$ cat src/rtl/adcf_lane.sv
module adcf_lane #(
    parameter int DATA_W    = 12,
    parameter bit LANE_FLAG = 1'b0
) (
    input  logic              clk,
    input  logic              rst_n,
    input  logic              load,
    input  logic              shift,
    input  logic              chan_flag,
    input  logic [DATA_W-1:0] sample,
    input  logic              cs_n,
    output logic              dout
);
    localparam int FRAME_W = DATA_W + 4;

    logic [FRAME_W-1:0] sh_d, sh_q;

    always_comb begin
        sh_d = sh_q;
        if (load)       sh_d = {chan_flag, LANE_FLAG, sample, 2'b00};
        else if (shift) sh_d = {sh_q[FRAME_W-2:0], 1'b0};
    end

    always_ff @(posedge clk or negedge rst_n) begin
        if (!rst_n) sh_q <= '0;
        else        sh_q <= sh_d;
    end

    assign dout = ~cs_n & sh_q[FRAME_W-1];

    AST_SHIFT_ZERO_FILL: assert property (@(posedge clk) disable iff (!rst_n)
        (shift && !load) |=> (sh_q[0] == 1'b0)) else $error("zero fill");
endmodule

$ cat config.mk
export PLATFORM = sky130hd
export DESIGN_NAME = adcf_lane
export DESIGN_NICKNAME = d
export VERILOG_FILES = /design/src/rtl/adcf_lane.sv
export SDC_FILE = /design/constraint.sdc
export NUM_CORES = 1
export LEC_CHECK = 0
export BUFFER_PORTS_ARGS = -buffer_cell sky130_fd_sc_hd__buf_2
export CORE_MARGIN = 1
export CORE_UTILIZATION = 35
export DETAILED_ROUTE_END_ITERATION = 10
export SYNTH_ARGS = -nofsm -noshare
export SYNTH_HDL_FRONTEND = slang
export SYNTH_SLANG_ARGS = --single-unit
$ cat constraint.sdc
create_clock -name clk -period 0.85 [get_ports clk]
set_input_delay 0.17 -clock clk [delete_from_list [all_inputs] [get_ports clk]]
set_output_delay 0.17 -clock clk [all_outputs]
set_load 0.01 [all_outputs]
# --- Word-level counts from Yosys, hierarchy flattened ---
# Index checks and enable logic that the tools add are counted.
classes:
  muxes: 2
  n_bitwise: 2
  n_reduce_logical: 1
ops:
  columns: ["cell", "count"]
  rows:
  - ["$mux 16", 2]
  - ["$reduce_bool 2->1", 1]
  - ["$and 1x1->1", 1]
  - ["$not 1->1", 1]
totals:
  reg_bits: 16
  in_bits: 18
  elab_cells: 6
  out_inout_bits: 1

# --- Logic depth before layout (Yosys ltp) ---
# Gate-level depths: netlist of the first run.
depth:
  ltp_word: 2
  mapped_depth: 4
  depth_no_buf: 2

# --- Worst setup path after synthesis of the first run ---
# Ideal clock, no wire load.
synth_path:
  path_type: "input port to flip-flop"
  from: "input port shift"
  to: "register sh_q[10]"
  setup_time_ns: 0.119
  t_arrival_ns: 0.661
  path_slack_ns: 0.070
  required_ns: 0.731
  cell_stages: 4
  n_path_buf: 2
  cell_sequence: "buf_6 -> buf_12 -> mux2i_1 -> o21ai_2"
synth_via:
  elab_chain_cells: 1
synth_rtl:
  columns: ["element", "line", "source"]
  rows:
  - ["start: declaration", "8", "input logic shift,"]
  - ["$reduce_bool 2->1 (no source line)", null, null]
  - ["end signal: assignment", "25", "if (!rst_n) sh_q <= '0;"]
  - ["end signal: assignment", "26", "else sh_q <= sh_d;"]
  - ["end: declaration", "16", "logic [FRAME_W-1:0] sh_d, sh_q;"]
# Every way passes these cells.
# A chain may end at the register's enable or synchronous reset.

# --- Worst setup path after layout of the first run ---
layout_path:
  from: "register sh_q[15]"
  to: "output port dout"
layout_via:
  elab_chain_cells: 1
layout_rtl:
  columns: ["element", "line", "source"]
  rows:
  - ["$and 1x1->1", "29", "assign dout = ~cs_n & sh_q[FRAME_W-1];"]
  - ["end: declaration", "12", "output logic dout"]
# Every way passes these cells.

==> impl_metrics.yaml, run 1 <==
status:
  status: "finished with violations"
  violations: "setup timing"
synthesis:
  yosys_warnings: 0
  synth_fa_ha_area_share_pct: 0
  synth_xor_area_share_pct: 0
  syn_area_um2: 674.4
  synth_area_per_cell_um2: 11.06
  syn-instance-count: 61
  synth_top_family_by_area: "multiplexers"
  synth_simple_gate_area_share_pct: 9.647
  synth_seq_cells: 14
  synth_nets: 79
  synth_compound_area_share_pct: 11.87
  synthMuxAreaShare_pct: 19.29
  seq_area_frac_synth_pct: 51.95
  synth_cell_type_count: 13
sta:
  finalCritPeriodShare_pct: 124.8
  setup_viol: 1
  fin_skew_ns: 0.001095
  relSlewSlack_pct: 78.81
  worstMarginPinSlew_ns: 0.3179
  setup_slack_ns: -0.2106
  finalMaxSlewViolations: 0
  rsz0062_at_grt: "yes"
  holdWs_ns: 0.1043
  tns_ns: -0.2106
  min_period_ns: 1.061
  fmax_ghz: 0.9429
  hold_violations: 0
worst_setup_path:
  arrival_ns: 0.89
  r2r-start: "sh_q[15]"
  critical_path_class: "flop to output pin"
  cpMaxStageDelayCell: "dfrtp_1"
  reg2reg_depth: 3
  r2r_end: "sh_q[15]"
  path_max_fanout: 2
  startpoint_type: "flop"
  worst-path-buf-inv: 1
  reg2reg_slack_ns: 0.04
  endpoint_kind: "output pin"
  crit_chain: "nor2b_1 > buf_2"
  required_ns: 0.68
  max_stage_delay_ns: 0.37
  critPathTopFamily: "flip-flops"
layout:
  drive_above_1_share_pct: 34.57
  top_regs: "sh_q: 14 flops"
  final_common_cell: "buf_2"
  regMostFlops: "sh_q"
  largest_reg_flops: 14
  final_cell_mix: "18 x buf_2, 14 x dfrtp_1, 13 x mux2i_1, 13 x nand2_1, 6 x o21ai_1"
  fillers: 182
  diodes: 0
  final_util_pct: 46.88
  finalInstanceArea_um2: 827.0
  area_growth_syn_to_layout_pct: 22.63
  nets: 101
power_and_ir_drop:
  pwr-share-seq_pct: 56.5
  power_frac_comb_pct: 17.4
  power_density_mw_per_mm2: 1628
  sw_frac_of_total_pct: 24.45
  pwr-share-clk_pct: 26.1
  internal-power_mw: 1.017
  leakagePower_nw: 0.4186
  netSwitchingPower_mw: 0.3292
  ir_drop_mv: 0.6893
die:
  fp.dieH_um: 45.90
  die_w_um: 45.90
  dieArea_mm2: 0.002106
  rows: 15
  initial_utilization_pct: 38.23
  core_mm2: 0.001764
  boundaryPins: 19
detailed_routing:
  drtIter0Drc: 3
  wl_per_cell_um: 10.09
  final_antenna_net_count: 0
  drc: 0
  drt-pass1-iter-count: 4
  via_per_inst: 4.425
  drt_wl_total_mm: 1.070
  vias: 469
clock_tree:
  numCtsBuffers: 3
  cts.sinks: 14
  htree_levels: 1
  cts_root_buffer: "clkbuf_4"
  clock_path_buffers: 2
  cts_tree: "yes"
  clk_pin_slew_ns: 0.07
  clock_latency_ns: 0.27
global_routing:
  grt-ovfl-total: 0
  grt_pass1_wl_mm: 1.676
  grt_use_total_pct: 11.86
  antenna_found_initial: 0
  grt_max_degree: 28
  grt_pass1_vias: 389
min_path:
  whs_path_depth: 3
  holdCritPathClass: "input pin to flop"
  hp-start: "sample[9]"
  hold_end: "sh_q[11]"
placement:
  routabilityCongestion: 0.6859
  place_ws_ns: -0.02055
  io_buffers: 18
  placedInstanceArea_um2: 787.0
job:
  maxCapViolCount: 0
through the flow:
stage	cells	power, mW
floorplan	61	0.9218
global placement	101	0.9985
detailed placement	101	1.002
CTS	106	1.372
global route	106	1.440
finish	106	1.347
cell usage after synthesis:
cell / count / area, µm²
nor2_1: 1 / 3.750
nand2b_1: 1 / 6.260
o21ai_0: 4 / 20.02
nor2b_1: 1 / 6.260
buf_4: 1 / 7.510
mux2i_1: 13 / 130.1
nand2_1: 13 / 48.80
o21ai_1: 5 / 25.02
buf_2: 2 / 10.01
dfrtp_1: 14 / 350.3
buf_6: 1 / 11.26
buf_12: 1 / 20.02
o21ai_2: 4 / 35.03
kinds of logic (layout without fill, tap and decap cells):
kind of cell | after synthesis | after routing
compound gates | 13 | 13
buf+inv | 5 | 25
simple gates | 16 | 16
mux | 13 | 13
flops | 14 | 14
worst min-delay path: cells and delay by family:
| kind | cells | cell delay, ns |
|---|---|---|
| buffers and inverters | 1 | 0.07 |
| AND/OR/NAND/NOR | 1 | 0.04 |
| AO/OA/AOI/OAI | 1 | 0.05 |
timing repair:
item / CTS / global route
pin swaps: 0 / 1
gates resized for setup: 0 / 1
buffers inserted: 1 / 1
hold endpoints to repair: 14 / 0
hold buffers: 1 / 0
setup endpoints to repair: 1 / 2
power by group through the flow:
stage	registers, mW	logic (mW)	clock network [mW]
final	0.761	0.234	0.352
after global routing	0.770	0.262	0.409
after global placement	0.775	0.223	0
after detailed placement	0.776	0.226	0
after floorplan	0.767	0.155	0
after CTS	0.762	0.238	0.373
how the worst max path moves through the flow:
stage | end | startpoint | depth (start not counted)
2_1_floorplan | sh_q[10] | shift | 4
5_1_grt | dout | sh_q[15] | 2
3_3_place_gp | sh_q[10] | shift | 4
4_1_cts | dout | sh_q[15] | 2
3_5_place_dp | sh_q[9] | shift | 4
6_report | dout | sh_q[15] | 2
layout make-up:
cell class                      count  area (µm²)  area share [%]
Sequential cell                    14       350.3           42.36
Multi-Input combinational cell     42       275.3           33.28
Timing Repair Buffer               22       147.6           17.85
Tap cell                           25       31.28           3.782
Clock buffer                        3       22.52           2.723
per-layer routing:
metal	vias to the layer above	track usage [%]	part of all wire, %
li1	244	-	-
met1	210	16.42	53
met2	13	15.21	40
met3	2	3.571	5.6
met4	0	8.824	1.1
met5	-	0	0
Power figures use the tool's default switching activity.
==> run 2, diff against run 1 <==
Settings changed: ABC_AREA set to 1.
Clock period 0.85 ns to 1.21 ns, I/O delays scaled along.
==> run 2 against run 1 <==
The flow now finishes without violations. Via count rose by 24%. Combinational power fell by 35%. Global-route usage rose by 2.5 points. Synthesized cell count rose by 25%. Cell count rose by 16%. Power fell by 29%. Flip-flop and latch count did not move. First-iteration DRC count rose to 4.7 times the previous value. Critical path type unchanged. Critical endpoint unchanged. Largest power group unchanged.
==> impl_metrics.yaml, run 2 <==
sta:
  rsz0062_at_grt: "yes"
  fin_skew_ns: 0.0009869
  holdWs_ns: 0.1611
  fmax_ghz: 0.8936
  hold_violations: 0
  finalCritPeriodShare_pct: 92.49
  worstMarginPinSlew_ns: 0.3200
  finalMaxSlewViolations: 0
  min_period_ns: 1.119
  setup_viol: 0
  setup_slack_ns: 0.09088
  relSlewSlack_pct: 78.67
synthesis:
  synth_compound_area_share_pct: 0
  yosysMostFrequentCell: "nand2_1"
  syn-instance-count: 76
  yosysTopAreaCell: "dfrtp_1"
  synth_area_per_cell_um2: 9.713
  yosys_warnings: 0
  synth_edf_count: 0
  synth_commonest_cells: "29 x nand2_1, 18 x nand3_2, 14 x dfrtp_1"
  synth_fa_ha_area_share_pct: 0
  synth_top_area_share_pct: 47.46
  synth_top_flop_cell: "dfrtp_1"
  synth_xor_area_share_pct: 0
  seq_area_frac_synth_pct: 47.46
  async_reset_ff_share_pct: 100.0
  synth_cell_type_count: 10
  syn_area_um2: 738.2
  synth_top_family_by_area: "simple AND/OR/NAND/NOR gates"
  netlist_top_cells_area: "dfrtp_1 47%, nand3_2 24%, nand2_1 15%"
  synth_seq_cells: 14
  synth_nets: 94
  synth_simple_gate_area_share_pct: 45.93
  synthMuxAreaShare_pct: 0
detailed_routing:
  drt_wl_total_mm: 1.379
  vias: 581
  drtIter0Drc: 14
  wl_per_cell_um: 11.21
  via_per_inst: 4.724
  final_antenna_net_count: 0
  drt-pass1-iter-count: 5
  drc: 0
layout:
  final_common_cell: "nand2_1"
  final_util_pct: 43.81
  area_growth_syn_to_layout_pct: 17.63
  fillers: 219
  register_area_um2: 350.3
  multiInputGateArea_um2: 339.1
  drive_above_1_share_pct: 44.79
  nets: 116
  final_cell_mix: "29 x nand2_1, 18 x nand3_2, 18 x buf_2"
  regMostFlops: "sh_q"
  top_regs: "sh_q: 14 flops"
  largest_reg_flops: 14
  diodes: 0
worst_setup_path:
  r2r-start: "sh_q[10]"
  startpoint_type: "flop"
  r2r_end: "sh_q[11]"
  cpMaxStageDelayCell: "dfrtp_1"
  worst-path-buf-inv: 2
  max_stage_delay_ns: 0.36
  endpoint_kind: "output pin"
  critPathTopFamily: "flip-flops"
  reg2reg_depth: 2
  arrival_ns: 0.88
  critical_path_class: "flop to output pin"
  required_ns: 0.97
  path_max_fanout: 2
  crit_chain: "inv_1 > nor2_1 > buf_2"
  reg2reg_slack_ns: 0.54
min_path:
  hold_end: "sh_q[2]"
  holdCritPathClass: "input pin to flop"
  whs_path_depth: 3
  hp-start: "sample[0]"
placement:
  routabilityCongestion: 0.7083
  place_ws_ns: 0.2512
  hpwl_um: 987.6
  io_buffers: 18
clock_tree:
  clk_pin_slew_ns: 0.08
  clock_path_buffers: 2
  htree_levels: 1
  cts.sinks: 14
  cts_root_buffer: "clkbuf_4"
  numCtsBuffers: 3
  cts_tree: "yes"
  clock_latency_ns: 0.28
  post_cts_buffers: 0
  post_cts_resized: 0
power_and_ir_drop:
  leakagePower_nw: 0.4489
  power_density_mw_per_mm2: 1101
  ir_drop_mv: 0.5758
global_routing:
  grt_use_total_pct: 14.40
  grt_max_degree: 15
  grt_pass1_wl_mm: 2.201
  grt_pass1_vias: 504
  antenna_found_initial: 0
  grt-ovfl-total: 0
die:
  rows: 16
  fp.dieH_um: 47.93
  boundaryPins: 19
  die_w_um: 47.93
  core_mm2: 0.001982
  dieArea_mm2: 0.002297
  initial_utilization_pct: 37.25
job:
  maxCapViolCount: 0
status:
  status: "completed"
## run 2: cell types whose count changed after synthesis, sizes merged
cell and delta:
o21ai -13, nand3 +25, nand2b -1, nand2 +16, buf -1, mux2i -13
nor2b -1, nor2 +1, inv +2
## run 2: worst max-delay path by stage
stage | endpoint | cells past startpoint | from | slack (ns)
after global placement | sh_q[4] | 4 | shift | 0.27
after CTS | dout | 3 | sh_q[15] | 0.08
after detailed placement | sh_q[10] | 4 | shift | 0.25
final | dout | 3 | sh_q[15] | 0.09
after floorplan | dout | 2 | sh_q[15] | 0.46
after global routing | dout | 3 | sh_q[15] | -0.03
## run 2: per-stage QoR
| step | instances | power, mW | cell area, µm² | TNS, ns |
|---|---|---|---|---|
| after global routing | 123 | 1.019 | 868.3 | -0.03080 |
| final | 123 | 0.9564 | 868.3 | 0 |
| after detailed placement | 119 | 0.7038 | 835.8 | 0 |
| after CTS | 123 | 0.9761 | 868.3 | 0 |
| after floorplan | 76 | 0.6456 | 738.2 | 0 |
| after global placement | 119 | 0.6986 | 835.8 | 0 |
## run 2: what timing repair did
action,4_1_cts,5_1_grt
setup endpoints to repair,0,1
hold buffers,1,0
hold endpoints to repair,14,0
## run 2: cell families after synthesis
kind of cell           after synthesis
and+or+nand+nor                     56
DFF                                 14
buffers and inverters                6
## run 2: layer usage
metal | part of all wire [%] | vias up | GRT usage [%]
li1 | - | 289 | -
met1 | 45 | 276 | 17.16
met2 | 50 | 16 | 24.32
met3 | 4.7 | 0 | 5.660
met4 | 0 | 0 | 3.333
met5 | 0 | - | 0
## run 2: final cells by class
type	count	area share (%)
Multi-Input combinational cell	56	39.05
Tap cell	27	3.890
Clock buffer	3	2.594
Timing Repair Buffer	21	13.26
Sequential cell	14	40.35
Inverter	2	0.8646
## run 2: power by group
part	internal, mW	switching, mW
Sequential	0.512	0.0301
Clock	0.115	0.147
Combinational	0.0668	0.0851
Total	0.694	0.262
## run 2: worst reg2reg max path: stages, from the launching register on
cell and delay [ns]:
dfrtp_1 0.39, nand3_1 0.09, nand3_1 0.08
==> run 3, diff against run 2 <==
Settings changed: ABC_AREA 1 to unset, CORE_UTILIZATION 35 to 48, PLACE_DENSITY set to 0.74.
==> run 3 against run 2 <==
Die area fell by 32%. Clock power rose by 28%. Cell area fell by 8.4%. Critical path depth fell by 1. Sequential power fell by 0.9%.
==> impl_metrics.yaml, run 3 (synthesized netlist as in run 1, its figures left out) <==
power_and_ir_drop:
  pwr-share-seq_pct: 52.7
  power_density_mw_per_mm2: 1282
  sw_frac_of_total_pct: 24.48
  leakagePower_nw: 0.4116
  power_mw: 1.020
  power_frac_comb_pct: 14.5
  internal-power_mw: 0.7702
  ir_drop_mv: 0.6566
  pwr-share-clk_pct: 32.9
  netSwitchingPower_mw: 0.2497
placement:
  io_buffers: 18
  placedInstanceArea_um2: 749.5
  hpwl_um: 781.3
  routabilityCongestion: 0.6627
clock_tree:
  htree_levels: 1
  post_cts_buffers: 0
  cts.sinks: 14
  post_cts_resized: 0
  clk_pin_slew_ns: 0.09
  cts_tree: "yes"
  clock_path_buffers: 2
  cts_root_buffer: "clkbuf_4"
  numCtsBuffers: 3
  clock_latency_ns: 0.28
worst_setup_path:
  crit_cells: 2
  reg2reg_slack_ns: 0.46
  r2r-start: "sh_q[9]"
  startpoint_type: "flop"
  worst-path-buf-inv: 1
  worstSetupStartpoint: "sh_q[15]"
  max_stage_delay_ns: 0.38
  endpoint: "dout"
  critPathTopFamily: "flip-flops"
  arrival_ns: 0.90
  r2r_end: "sh_q[10]"
  cpMaxStageDelayCell: "dfrtp_1"
  crit_chain: "nor2b_1 > buf_2"
  reg2reg_depth: 2
  required_ns: 0.97
  path_max_fanout: 2
  endpoint_kind: "output pin"
  critical_path_class: "flop to output pin"
detailed_routing:
  wl_per_cell_um: 11.00
  drt_wl_total_mm: 1.056
  drtIter0Drc: 11
  vias: 466
  drt-pass1-iter-count: 3
  final_antenna_net_count: 0
  via_per_inst: 4.854
  drc: 0
layout:
  final_common_cell: "buf_2"
  largest_reg_flops: 14
  regMostFlops: "sh_q"
  drive_above_1_share_pct: 34.57
  diodes: 0
  final_cell_mix: "18 x buf_2, 14 x dfrtp_1, 13 x mux2i_1, 13 x nand2_1, 5 x o21ai_1"
  fillers: 130
  area_growth_syn_to_layout_pct: 18.00
  top_regs: "sh_q: 14 flops"
  finalInstanceArea_um2: 795.8
  nets: 100
sta:
  relSlewSlack_pct: 75.33
  tns_ns: 0
  fmax_ghz: 0.8751
  hold_violations: 0
  setup_viol: 0
  finalCritPeriodShare_pct: 94.44
  finalMaxSlewViolations: 0
  worstMarginPinSlew_ns: 0.3701
  holdWs_ns: 0.1639
  rsz0062_at_grt: "no"
  fin_skew_ns: 0.002952
  min_period_ns: 1.143
min_path:
  holdCritPathClass: "input pin to flop"
global_routing:
  grt_pass1_vias: 406
  antenna_found_initial: 0
  grt_use_total_pct: 16.51
  grt_pass1_wl_mm: 1.621
  grt_max_degree: 15
  grt-ovfl-total: 0
job:
  maxCapViolCount: 0
die:
  fp.dieH_um: 39.49
  die_w_um: 39.49
  boundaryPins: 19
  core_mm2: 0.001301
  initial_utilization_pct: 51.83
  dieArea_mm2: 0.001559
  rows: 13
status:
  status: "completed"
run 3: worst register-to-register path, stage by stage, from the launching register on:
cell,delay (ns)
dfrtp_1,0.39
mux2i_1,0.19
o21ai_2,0.06
run 3: worst min-delay path by stage:
stage / start / endpoint / slack, ns / cells past startpoint
finish: sample[5] / sh_q[7] / 0.16 / 3
global placement: rst_n / sh_q[4] / 0.15 / 1
global route: sample[5] / sh_q[7] / 0.17 / 3
detailed placement: rst_n / sh_q[2] / 0.15 / 1
CTS: sample[5] / sh_q[7] / 0.16 / 3
floorplan: rst_n / sh_q[10] / -0.05 / 0
run 3: area by class of cell:
| type | count | area (µm²) | share of cell area [%] |
|---|---|---|---|
| Clock buffer | 4 | 36.28 | 4.560 |
| Multi-Input combinational cell | 42 | 275.3 | 34.59 |
| Sequential cell | 14 | 350.3 | 44.03 |
| Tap cell | 15 | 18.77 | 2.358 |
| Timing Repair Buffer | 21 | 115.1 | 14.47 |
run 3: through the flow:
stage | setup WS, ns | std cells | utilization (%)
after floorplan | 0.3579 | 61 | -
after global placement | 0.1847 | 91 | 57.60
after detailed placement | 0.1607 | 91 | 57.60
after CTS | 0.05417 | 96 | 61.15
after global routing | 0.02991 | 96 | 61.15
final | 0.06724 | 96 | 61.15
run 3: layer usage:
metal / share of wire, % / global-route usage (%) / up-vias / routed length (µm)
met3: 2.7 / 3.409 / 2 / 29
met2: 50 / 25.00 / 9 / 524
met1: 46 / 20.00 / 206 / 488
met4: 1.1 / 12.93 / 0 / 12
li1: - / - / 249 / -
met5: 0 / 0 / - / 0
run 3: what timing repair did:
| item | CTS | global route |
|---|---|---|
| endpoints found under the hold margin | 14 | 0 |
| hold buffers | 1 | 0 |
| setup endpoints to repair | 0 | 0 |
run 3: power groups by stage:
stage / clock network [mW] / logic [mW] / registers [mW]
3_3_place_gp: 0 / 0.145 / 0.544
4_1_cts: 0.342 / 0.151 / 0.537
5_1_grt: 0.359 / 0.170 / 0.543
2_1_floorplan: 0 / 0.109 / 0.539
6_report: 0.335 / 0.148 / 0.537
3_5_place_dp: 0 / 0.148 / 0.546
